--- config.mk ---
export PLATFORM = sky130hd
export DESIGN_NAME = lld_chain_fetch
export DESIGN_NICKNAME = d
export VERILOG_FILES = /design/src/rtl/lld_pkg.sv /design/src/rtl/lld_seq.sv /design/src/rtl/lld_shadow.sv /design/src/rtl/lld_link.sv /design/src/rtl/lld_chain_fetch.sv
export SDC_FILE = /design/constraint.sdc
export NUM_CORES = 1
export LEC_CHECK = 0
export BUFFER_PORTS_ARGS = -buffer_cell sky130_fd_sc_hd__buf_2
export CAP_MARGIN = 15
export CELL_PAD_IN_SITES_DETAIL_PLACEMENT = 2
export CELL_PAD_IN_SITES_GLOBAL_PLACEMENT = 2
export CORE_AREA = 2 2 165 151
export DETAILED_ROUTE_END_ITERATION = 7
export DIE_AREA = 0 0 167 153
export PLACE_DENSITY = 0.88
export SYNTH_ARGS = -nofsm -noshare
export SYNTH_HDL_FRONTEND = slang
export SYNTH_SLANG_ARGS = --single-unit
--- constraint.sdc ---
create_clock -name clk -period 16.95 [get_ports clk]
set_input_delay 0.8475 -clock clk [delete_from_list [all_inputs] [get_ports clk]]
set_output_delay 0.8475 -clock clk [all_outputs]
set_load 0.02 [all_outputs]
--- src/rtl/lld_pkg.sv ---
package lld_pkg;
  localparam int DESC_WORDS = 5;
  localparam int W_SRC  = 0;
  localparam int W_DST  = 1;
  localparam int W_CNT  = 2;
  localparam int W_CTL  = 3;
  localparam int W_NEXT = 4;

  typedef enum logic [2:0] {
    ST_IDLE  = 3'd0,
    ST_FETCH = 3'd1,
    ST_LOAD  = 3'd2,
    ST_START = 3'd3,
    ST_HALT  = 3'd4
  } lld_state_e;
endpackage

--- src/rtl/lld_seq.sv ---
module lld_seq
  import lld_pkg::*;
#(
  parameter int NW    = DESC_WORDS,
  parameter int IDX_W = $clog2(NW)
) (
  input  logic             clk,
  input  logic             rst_n,
  input  logic             eng_done,
  input  logic             ptr_is_null,
  input  logic             cfg_we,
  input  logic             rd_ack,
  input  logic             rd_err,
  output logic             rd_req,
  output logic [IDX_W-1:0] word_idx,
  output logic             cap_en,
  output logic             load_now,
  output logic             start_now,
  output logic             irq,
  output logic             halted,
  output logic             cfg_accept
);
  localparam logic [IDX_W-1:0] LAST_IDX = IDX_W'(NW - 1);

  lld_state_e       state_q, state_d;
  logic [IDX_W-1:0] idx_q, idx_d;
  logic             idx_en;
  logic             irq_q, irq_d;

  always_comb begin
    state_d = state_q;
    idx_d   = idx_q;
    idx_en  = 1'b0;
    irq_d   = 1'b0;
    cap_en  = 1'b0;
    case (state_q)
      ST_IDLE: begin
        if (eng_done) begin
          if (ptr_is_null) begin
            irq_d = 1'b1;
          end else begin
            state_d = ST_FETCH;
            idx_d   = '0;
            idx_en  = 1'b1;
          end
        end
      end
      ST_FETCH: begin
        if (rd_ack) begin
          if (rd_err) begin
            state_d = ST_HALT;
          end else begin
            cap_en = 1'b1;
            if (idx_q == LAST_IDX) begin
              state_d = ST_LOAD;
            end else begin
              idx_d  = idx_q + 1'b1;
              idx_en = 1'b1;
            end
          end
        end
      end
      ST_LOAD:  state_d = ST_START;
      ST_START: state_d = ST_IDLE;
      ST_HALT: begin
        if (cfg_we) state_d = ST_IDLE;
      end
      default:  state_d = ST_IDLE;
    endcase
  end

  always_ff @(posedge clk or negedge rst_n) begin
    if (!rst_n) begin
      state_q <= ST_IDLE;
      idx_q   <= '0;
      irq_q   <= 1'b0;
    end else begin
      state_q <= state_d;
      irq_q   <= irq_d;
      if (idx_en) idx_q <= idx_d;
    end
  end

  assign rd_req     = (state_q == ST_FETCH);
  assign word_idx   = idx_q;
  assign load_now   = (state_q == ST_LOAD);
  assign start_now  = (state_q == ST_START);
  assign halted     = (state_q == ST_HALT);
  assign irq        = irq_q;
  assign cfg_accept = cfg_we && ((state_q == ST_IDLE) || (state_q == ST_HALT));
endmodule

--- src/rtl/lld_shadow.sv ---
module lld_shadow #(
  parameter int DW    = 32,
  parameter int NW    = 5,
  parameter int IDX_W = $clog2(NW)
) (
  input  logic                   clk,
  input  logic                   rst_n,
  input  logic                   cap_en,
  input  logic [IDX_W-1:0]       cap_idx,
  input  logic [DW-1:0]          cap_data,
  output logic [NW-1:0][DW-1:0]  words
);
  for (genvar g = 0; g < NW; g++) begin : g_word
    logic          hit;
    logic [DW-1:0] word_q;
    assign hit = cap_en && (cap_idx == IDX_W'(g));
    always_ff @(posedge clk or negedge rst_n) begin
      if (!rst_n) begin
        word_q <= '0;
      end else if (hit) begin
        word_q <= cap_data;
      end
    end
    assign words[g] = word_q;
  end
endmodule

--- src/rtl/lld_link.sv ---
module lld_link #(
  parameter int AW = 32
) (
  input  logic          clk,
  input  logic          rst_n,
  input  logic          wr_en,
  input  logic [AW-1:0] wr_val,
  input  logic          nxt_en,
  input  logic [AW-1:0] nxt_val,
  output logic [AW-1:0] ptr,
  output logic          is_null
);
  logic [AW-1:0] ptr_q, ptr_d;
  logic          ptr_en;

  always_comb begin
    ptr_en = wr_en || nxt_en;
    ptr_d  = nxt_en ? nxt_val : wr_val;
  end

  always_ff @(posedge clk or negedge rst_n) begin
    if (!rst_n) begin
      ptr_q <= '0;
    end else if (ptr_en) begin
      ptr_q <= ptr_d;
    end
  end

  assign ptr     = ptr_q;
  assign is_null = (ptr_q == '0);
endmodule

--- src/rtl/lld_chain_fetch.sv ---
module lld_chain_fetch
  import lld_pkg::*;
#(
  parameter int AW         = 32,
  parameter int DW         = 32,
  parameter int WORD_BYTES = 4
) (
  input  logic          clk,
  input  logic          rst_n,
  input  logic          cfg_ptr_we,
  input  logic [AW-1:0] cfg_ptr_wdata,
  input  logic          eng_done,
  output logic          eng_start,
  output logic          ld_valid,
  output logic [DW-1:0] ld_src,
  output logic [DW-1:0] ld_dst,
  output logic [DW-1:0] ld_cnt,
  output logic [DW-1:0] ld_ctl,
  output logic          rd_req,
  output logic [AW-1:0] rd_addr,
  input  logic          rd_ack,
  input  logic [DW-1:0] rd_data,
  input  logic          rd_err,
  output logic          chain_irq,
  output logic          err_flag
);
  localparam int IDX_W = $clog2(DESC_WORDS);

  logic [1:0] rst_sync_q;
  logic       rst_n_int;

  always_ff @(posedge clk or negedge rst_n) begin
    if (!rst_n) rst_sync_q <= 2'b00;
    else        rst_sync_q <= {rst_sync_q[0], 1'b1};
  end
  assign rst_n_int = rst_sync_q[1];

  logic                          ptr_is_null, cap_en, load_now, cfg_accept;
  logic [IDX_W-1:0]              word_idx;
  logic [AW-1:0]                 link_ptr;
  logic [DESC_WORDS-1:0][DW-1:0] words;

  lld_seq #(.NW(DESC_WORDS), .IDX_W(IDX_W)) seq_i (
    .clk        (clk),
    .rst_n      (rst_n_int),
    .eng_done   (eng_done),
    .ptr_is_null(ptr_is_null),
    .cfg_we     (cfg_ptr_we),
    .rd_ack     (rd_ack),
    .rd_err     (rd_err),
    .rd_req     (rd_req),
    .word_idx   (word_idx),
    .cap_en     (cap_en),
    .load_now   (load_now),
    .start_now  (eng_start),
    .irq        (chain_irq),
    .halted     (err_flag),
    .cfg_accept (cfg_accept)
  );

  lld_shadow #(.DW(DW), .NW(DESC_WORDS), .IDX_W(IDX_W)) shadow_i (
    .clk     (clk),
    .rst_n   (rst_n_int),
    .cap_en  (cap_en),
    .cap_idx (word_idx),
    .cap_data(rd_data),
    .words   (words)
  );

  lld_link #(.AW(AW)) link_i (
    .clk    (clk),
    .rst_n  (rst_n_int),
    .wr_en  (cfg_accept),
    .wr_val (cfg_ptr_wdata),
    .nxt_en (load_now),
    .nxt_val(words[W_NEXT][AW-1:0]),
    .ptr    (link_ptr),
    .is_null(ptr_is_null)
  );

  always_comb begin
    rd_addr = link_ptr + (AW'(word_idx) * AW'(WORD_BYTES));
  end

  assign ld_valid = load_now;
  assign ld_src   = words[W_SRC];
  assign ld_dst   = words[W_DST];
  assign ld_cnt   = words[W_CNT];
  assign ld_ctl   = words[W_CTL];
endmodule

==> flow_summary.toml, run 1 <==
[power_and_ir_drop]
ir_worst_vdd_v = 0.0000930
total_leakage_power_nw = 5.95
p_total_mw = 2.24
powerDensity_nw_per_um2 = 201

[yosys]
synth_nets = 737
yosysTopAreaCellShare_pct = 56.2
syn_area_um2 = 8950
ys_types = 48
postSynthCellCount = 658
synth_area_leaders = "dfrtp_1 56%, mux2_4 15%, mux2_2 8.7%, nor2_1 2.3%, nand2_1 2.0%"
yosys.area.top_type = "dfrtp_1"
ys_seq_area_share_pct = 56.2
async_reset_ff_share_pct = 100
synth-seq-cells = 201
yosys-top-cells-count = "201 x dfrtp_1, 90 x mux2_4, 69 x mux2_2, 56 x nor2_1, 48 x nand2_1"
synth-edff-count = 0
synthFlopType = "dfrtp_1"
syn_avg_cell_area_um2 = 13.6
yosysWarnings = 0
synth_most_common_cell = "dfrtp_1"

[hold_path]
hp-class = "primary input to async pin"

[grt]
gr-usage-all-layers_pct = 23.0
first_global_vias = 7316
use_met1_pct = 28.9
grt_max_degree = 79
grt_use_met3_pct = 5.62
grt_pass1_wl_mm = 45.8
globalRouteOverflowTotal = 0
gr-usage-met2_pct = 40.5
grt.busiest_layer = "met2"
antenna_found_initial = 2

[sta]
hold_viol_final = 0
maxSlewViolCount = 0
min_period_over_period_pct = 22.4
rsz0062_at_grt = "false"
fin_tns_setup_ns = 0
layout_setup_ws_ns = 13.15
slew_headroom_pct = 32.7
layout_min_cycle_time_ns = 3.80
setup_violations = 0
fmax_ghz = 0.263
tightest_slew_ns = 1.01
fin_skew_ns = 0.00901

[finish]
synthToLayoutAreaGrowth_pct = 24.6
nFillCells = 2414
drive_gt1_share_pct = 50.2
nNetsFinal = 973
stdcell_count = 1216
design_area_um2 = 11200

[clocking]
cts_tree = "done"
cts.path.max_buffers = 3
clkLatencyLatePin_ns = 0.51
clk_pin_slew_ns = 0.06
ctsHoldBuffers = 0
cts_buffers = 23
cts.sinks = 201
post-cts-setup-buffers = 0
htree_levels = 1
post_cts_resized = 0
cts-root-buf = "clkbuf_16"

[critical_path]
crit_fanout = 6
end_kind = "output pin"
worst_ep_arrival_time_ns = 2.95
path_cells = "ha_1 > inv_1 > fa_1 > nor2b_1 > o211a_1 > nand3_2 > nor3_1 > xnor2_1 > buf_2"
cp-start-kind = "flip-flop"
slowest_stage = "dfrtp_1"
worstPathRequired_ns = 16.10
cpPeakStageDelay_ns = 0.43
crit_type = "flip-flop to output pin"

[place]
port_buffers = 234
pre_cts_slack_ns = 13.69
postPlaceCellArea_um2 = 10300
dpl.hpwl_mm = 20.1
dp_cells = 1175
routabilityCongestion = 0.770

[detailed_routing]
viasPerCell = 5.12
drt_iter0_markers = 304
routed_wl_mm = 29.2
ant_nets = 0
vias = 6221
drc = 0
first_pass_iters = 6
wl_per_cell_um = 24.0

[floorplanning]
initial_core_util_pct = 37.5
dieHeight_um = 153
die_area_um2 = 25600
row_count = 54
die_w_um = 167
ios = 235
core_area_um2 = 23900

[flow_run]
maxCapViolations = 0

[run_status]
status = "finished clean"
## metrics by stage
| stage | util (%) | hold slack (ns) |
|---|---|---|
| 6_report | 46.8 | 0.115 |
| 5_1_grt | 46.8 | 0.0961 |
| 4_1_cts | 46.6 | 0.0967 |
| 3_5_place_dp | 43.4 | 0.343 |
| 3_3_place_gp | 43.4 | 0.341 |
| 2_1_floorplan | - | 0.331 |
## cells in the final DEF (no fill, tap or decap), types with 4 or more instances in the layout
master and n:
buf_2 234, dfrtp_1 200, mux2_4 90, mux2_2 69, nor2_1 55, nand2_1 48, clkbuf_16 23, xnor2_1 19
a31oi_1 18, o22ai_1 16, inv_1 12, xor2_1 9, nor4_1 9, nor3_1 8, ha_1 8, clkbuf_8 8
nand3_1 7, nand4_1 6, buf_4 6, clkinv_2 5, and3_1 4, inv_2 4
## registers in the layout, summed over array words and instances, names as in the netlist
| register | cells |
|---|---|
| seq_i.irq | 1 |
| seq_i.word_idx | 3 |
| rst_sync_q | 2 |
| shadow_i.g_word.word_q | 160 |
| link_i.ptr | 32 |
| seq_i.state_q | 3 |
## cell families after synthesis
logic type	synth area share, %
xor+xnor	2.74
compound gates	3.37
fa+ha+maj	1.34
mux	24.1
flops	56.2
buf+inv	3.16
other cells	0.0419
simple gates	9.07
## worst max-delay path, delay by kind of cell, from the launching register on
family	cells	cell delay, ns
adder cells (fa/ha/maj)	2	0.62
AND/OR/NAND/NOR	3	0.65
AO/OA/AOI/OAI	1	0.34
buffers and inverters	2	0.25
flip-flops	1	0.43
XOR/XNOR	1	0.15
## metal layers
| metal | up-vias | part of all wire, % |
|---|---|---|
| li1 | 2756 | - |
| met1 | 3237 | 42 |
| met2 | 187 | 50 |
| met3 | 39 | 5.9 |
| met4 | 2 | 2.1 |
| met5 | - | 0.038 |
## power breakdown
group	switching (mW)	internal, mW	leakage [nW]
logic	0.514	0.382	2.99
clock network	0.201	0.311	0.389
registers	0.170	0.666	2.58
total	0.885	1.36	5.95
## worst paths after layout
check                                  startpoint                            end  slack [ns]  cells after the start
min in group clk                    rst_sync_q[0]                  rst_sync_q[1]        0.36                      0
worst max register to register   seq_i.state_q[0]  shadow_i.g_word[1].word_q[28]       14.60                      6
worst min register to register      rst_sync_q[0]                  rst_sync_q[1]        0.36                      0
worst max-delay path            seq_i.word_idx[0]                    rd_addr[22]       13.15                      9
max in group asynchronous           rst_sync_q[1]  shadow_i.g_word[2].word_q[16]       14.95                      1
worst min-delay path                        rst_n                  rst_sync_q[1]        0.11                      1
## final cells by class
class	count	area (um2)	area share, %
flip-flops and latches	201	5030	45.1
multi-input cells	410	3650	32.8
repair buffers	242	1250	11.2
clock buffers	31	686	6.14
well taps	308	385	3.45
clock inverters	7	85.1	0.763
inverters	16	60.1	0.538
diodes	1	2.50	0.0224
Power figures use the tool's default switching activity.
==> run 2: changes to the inputs <==
--- a/config.mk
+++ b/config.mk
@@ -5,14 +5,15 @@
 export SDC_FILE = /design/constraint.sdc
 export NUM_CORES = 1
 export LEC_CHECK = 0
+export ABC_AREA = 1
 export BUFFER_PORTS_ARGS = -buffer_cell sky130_fd_sc_hd__buf_2
 export CAP_MARGIN = 15
 export CELL_PAD_IN_SITES_DETAIL_PLACEMENT = 2
 export CELL_PAD_IN_SITES_GLOBAL_PLACEMENT = 2
-export CORE_AREA = 2 2 165 151
+export CORE_AREA = 2 2 192 175
 export DETAILED_ROUTE_END_ITERATION = 7
-export DIE_AREA = 0 0 167 153
-export PLACE_DENSITY = 0.88
+export DIE_AREA = 0 0 194 177
+export PLACE_DENSITY = 0.78
 export SYNTH_ARGS = -nofsm -noshare
 export SYNTH_HDL_FRONTEND = slang
 export SYNTH_SLANG_ARGS = --single-unit
==> constraint.sdc (replaced) <==
create_clock -name clk -period 3.2 [get_ports clk]
set_input_delay 0.16 -clock clk [delete_from_list [all_inputs] [get_ports clk]]
set_output_delay 0.16 -clock clk [all_outputs]
set_load 0.02 [all_outputs]
==> run 2 against run 1 <==
  * Cell count rose by 38%
  * Sequential cell count did not move
  * Clock-buffer cell count grew 1
  * Total power grew to 5.2 times the previous value
  * Setup slack got worse by 13 ns
  * Clock skew about the same
  * Global-route usage shrank 3.4 points
  * Final area increased by 5.0%
  * Core utilization is 11 points lower
  * Critical path depth increased by 6
  * Area after synthesis is essentially flat
  * Critical path type unchanged
==> flow_summary.toml, run 2 <==
[clocking]
cts.sinks = 201
cts_tree = "done"
cts.path.max_buffers = 3
clkLatencyLatePin_ns = 0.51
clk_pin_slew_ns = 0.06
cts_buffers = 25
cts-root-buf = "clkbuf_16"
htree_levels = 1

[yosys]
yosys-top-cells-count = "235 x nand2_1, 201 x dfrtp_1, 93 x inv_1, 83 x o21ai_1, 79 x o21ai_0"
yosysWarnings = 0
synth-edff-count = 0
ys_seq_area_share_pct = 56.1
synth-seq-cells = 201
synthFlopType = "dfrtp_1"
syn_area_um2 = 8960
async_reset_ff_share_pct = 100
yosysTopAreaCellShare_pct = 56.1
synth_area_leaders = "dfrtp_1 56%, nand2_1 9.8%, o21ai_1 4.6%, o21ai_0 4.4%, inv_1 3.9%"
synth_most_common_cell = "nand2_1"
yosys.area.top_type = "dfrtp_1"
postSynthCellCount = 978
syn_avg_cell_area_um2 = 9.16
synth_nets = 1057
ys_types = 34

[detailed_routing]
vias = 7955
routed_wl_mm = 34.1
viasPerCell = 4.73
drt_iter0_markers = 407
wl_per_cell_um = 20.3
ant_nets = 0
drc = 0
first_pass_iters = 4

[finish]
n_antenna_cell = 0
drive_gt1_share_pct = 27.3
multiInputGateArea_um2 = 3290
layout_common_cells = "234 x nand2_1, 234 x buf_2, 199 x dfrtp_1, 93 x inv_1, 83 x o21ai_1"
largest_register_ffs = 160
nNetsFinal = 1321
nFillCells = 3649
synthToLayoutAreaGrowth_pct = 30.8
final_core_util_pct = 36.1
top_register = "shadow_i.g_word.word_q"
final-seq-area_um2 = 5030

[floorplanning]
die_w_um = 194
ios = 235
dieHeight_um = 177
die_area_um2 = 34300
initial_core_util_pct = 27.6
row_count = 63
core_area_um2 = 32500

[sta]
hold_viol_final = 0
slew_headroom_pct = 39.9
maxSlewViolCount = 0
setup_violations = 0
min_period_over_period_pct = 92.4
layout_min_cycle_time_ns = 2.96
tightest_slew_ns = 0.901
fmax_ghz = 0.338
fin_skew_ns = 0.00900
fin_tns_setup_ns = 0

[grt]
first_global_vias = 8860
antenna_found_initial = 0
globalRouteOverflowTotal = 0
grt_max_degree = 65
gr-usage-all-layers_pct = 19.6
grt_pass1_wl_mm = 52.9

[place]
dpl.hpwl_mm = 24.4
routabilityCongestion = 0.876
port_buffers = 234

[critical_path]
cp_top_family = "simple AND/OR/NAND/NOR gates"
crit_top_cell = "nand2_1"
end_kind = "output pin"
cpPeakStageDelay_ns = 0.41
crit_type = "flip-flop to output pin"
path_cells = "ha_2 > inv_1 > fa_1 > inv_1 > nand2_1 > nand2_1 > nand2_2 > nor2_4 > nand2_1 > nor2_4 > nand2_1 > nand2_1 > nand2_1 > inv_1 > buf_2"
worstPathRequired_ns = 3.04
cp-start-kind = "flip-flop"
worst_ep_arrival_time_ns = 2.80
crit_fanout = 6
slowest_stage = "dfrtp_2"
crit_buf_inv = 4

[hold_path]
hp-class = "primary input to flip-flop"

[power_and_ir_drop]
ir_worst_vdd_v = 0.000449
powerDensity_nw_per_um2 = 995
total_leakage_power_nw = 6.03

[flow_run]
maxCapViolations = 0

[run_status]
status = "finished clean"
[run 2: report_power, final]
part           internal (mW)  leakage (nW)  total (mW)  switching [mW]
clock network           1.83         0.421        2.96            1.13
registers               3.41          2.65        4.13           0.713
logic                   1.48          2.96        4.58            3.10
[run 2: cell type report]
class                      instances  area share [%]
clock inverter                    13            1.51
sequential                       201            43.0
timing repair buffer             281            14.1
tap                              422            4.51
clock buffer                      32            5.82
inverter                          95            3.04
multi-input combinational        638            28.0
[run 2: tightest hold or removal path, stage by stage]
cell	delay, ns
buf_2	0.07
inv_1	0.11
o21ai_2	0.15
[run 2: cell families after synthesis]
| family | synth area share, % |
|---|---|
| AND/OR/NAND/NOR | 18.1 |
| flip-flops | 56.1 |
| AO/OA/AOI/OAI | 14.7 |
| adder cells (fa/ha/maj) | 1.34 |
| buffers and inverters | 7.51 |
| XOR/XNOR | 2.15 |
| other | 0.0418 |
[run 2: path summary, 6_finish.rpt]
path | slack [ns] | depth (start not counted) | from | endpoint
min | 0.03 | 3 | rd_data[20] | shadow_i.g_word[1].word_q[20]
max | 0.24 | 15 | seq_i.word_idx[0] | rd_addr[20]
min reg2reg | 0.37 | 0 | rst_sync_q[0] | rst_sync_q[1]
max in group asynchronous | 1.81 | 1 | rst_sync_q[1] | shadow_i.g_word[0].word_q[28]
min in group asynchronous | 0.44 | 0 | rst_sync_q[1] | shadow_i.g_word[2].word_q[12]
max reg2reg | 0.63 | 7 | seq_i.state_q[0] | link_i.ptr[9]
[run 2: repair_timing]
item	in CTS	in global routing
setup endpoints to repair	1	3
pin swaps	0	0
cloned	0	0
gates resized for setup	2	5
hold buffers	37	0
endpoints found under the hold margin	38	0
buffers inserted	0	0
[run 2: layer usage]
metal / global-route usage (%) / up-vias / routed length, um
met5: 0 / - / 0
met3: 4.04 / 34 / 1800
li1: - / 3713 / -
met4: 3.72 / 0 / 507
met1: 26.1 / 4031 / 15400
met2: 33.4 / 177 / 16400
[run 2: per-stage QoR]
stage               area [um2]  setup WS (ns)  std cells  hold slack [ns]  power, mW
CTS                      11700         0.0693       1682         0.000919       11.8
finish                   11700          0.243       1682           0.0253       11.7
floorplan                 8960          0.918        978           -0.136       6.93
global placement         10500          0.660       1600          -0.0535       8.49
global route             11700        -0.0218       1682           0.0354       12.5
detailed placement       10500          0.491       1600          -0.0534       8.68
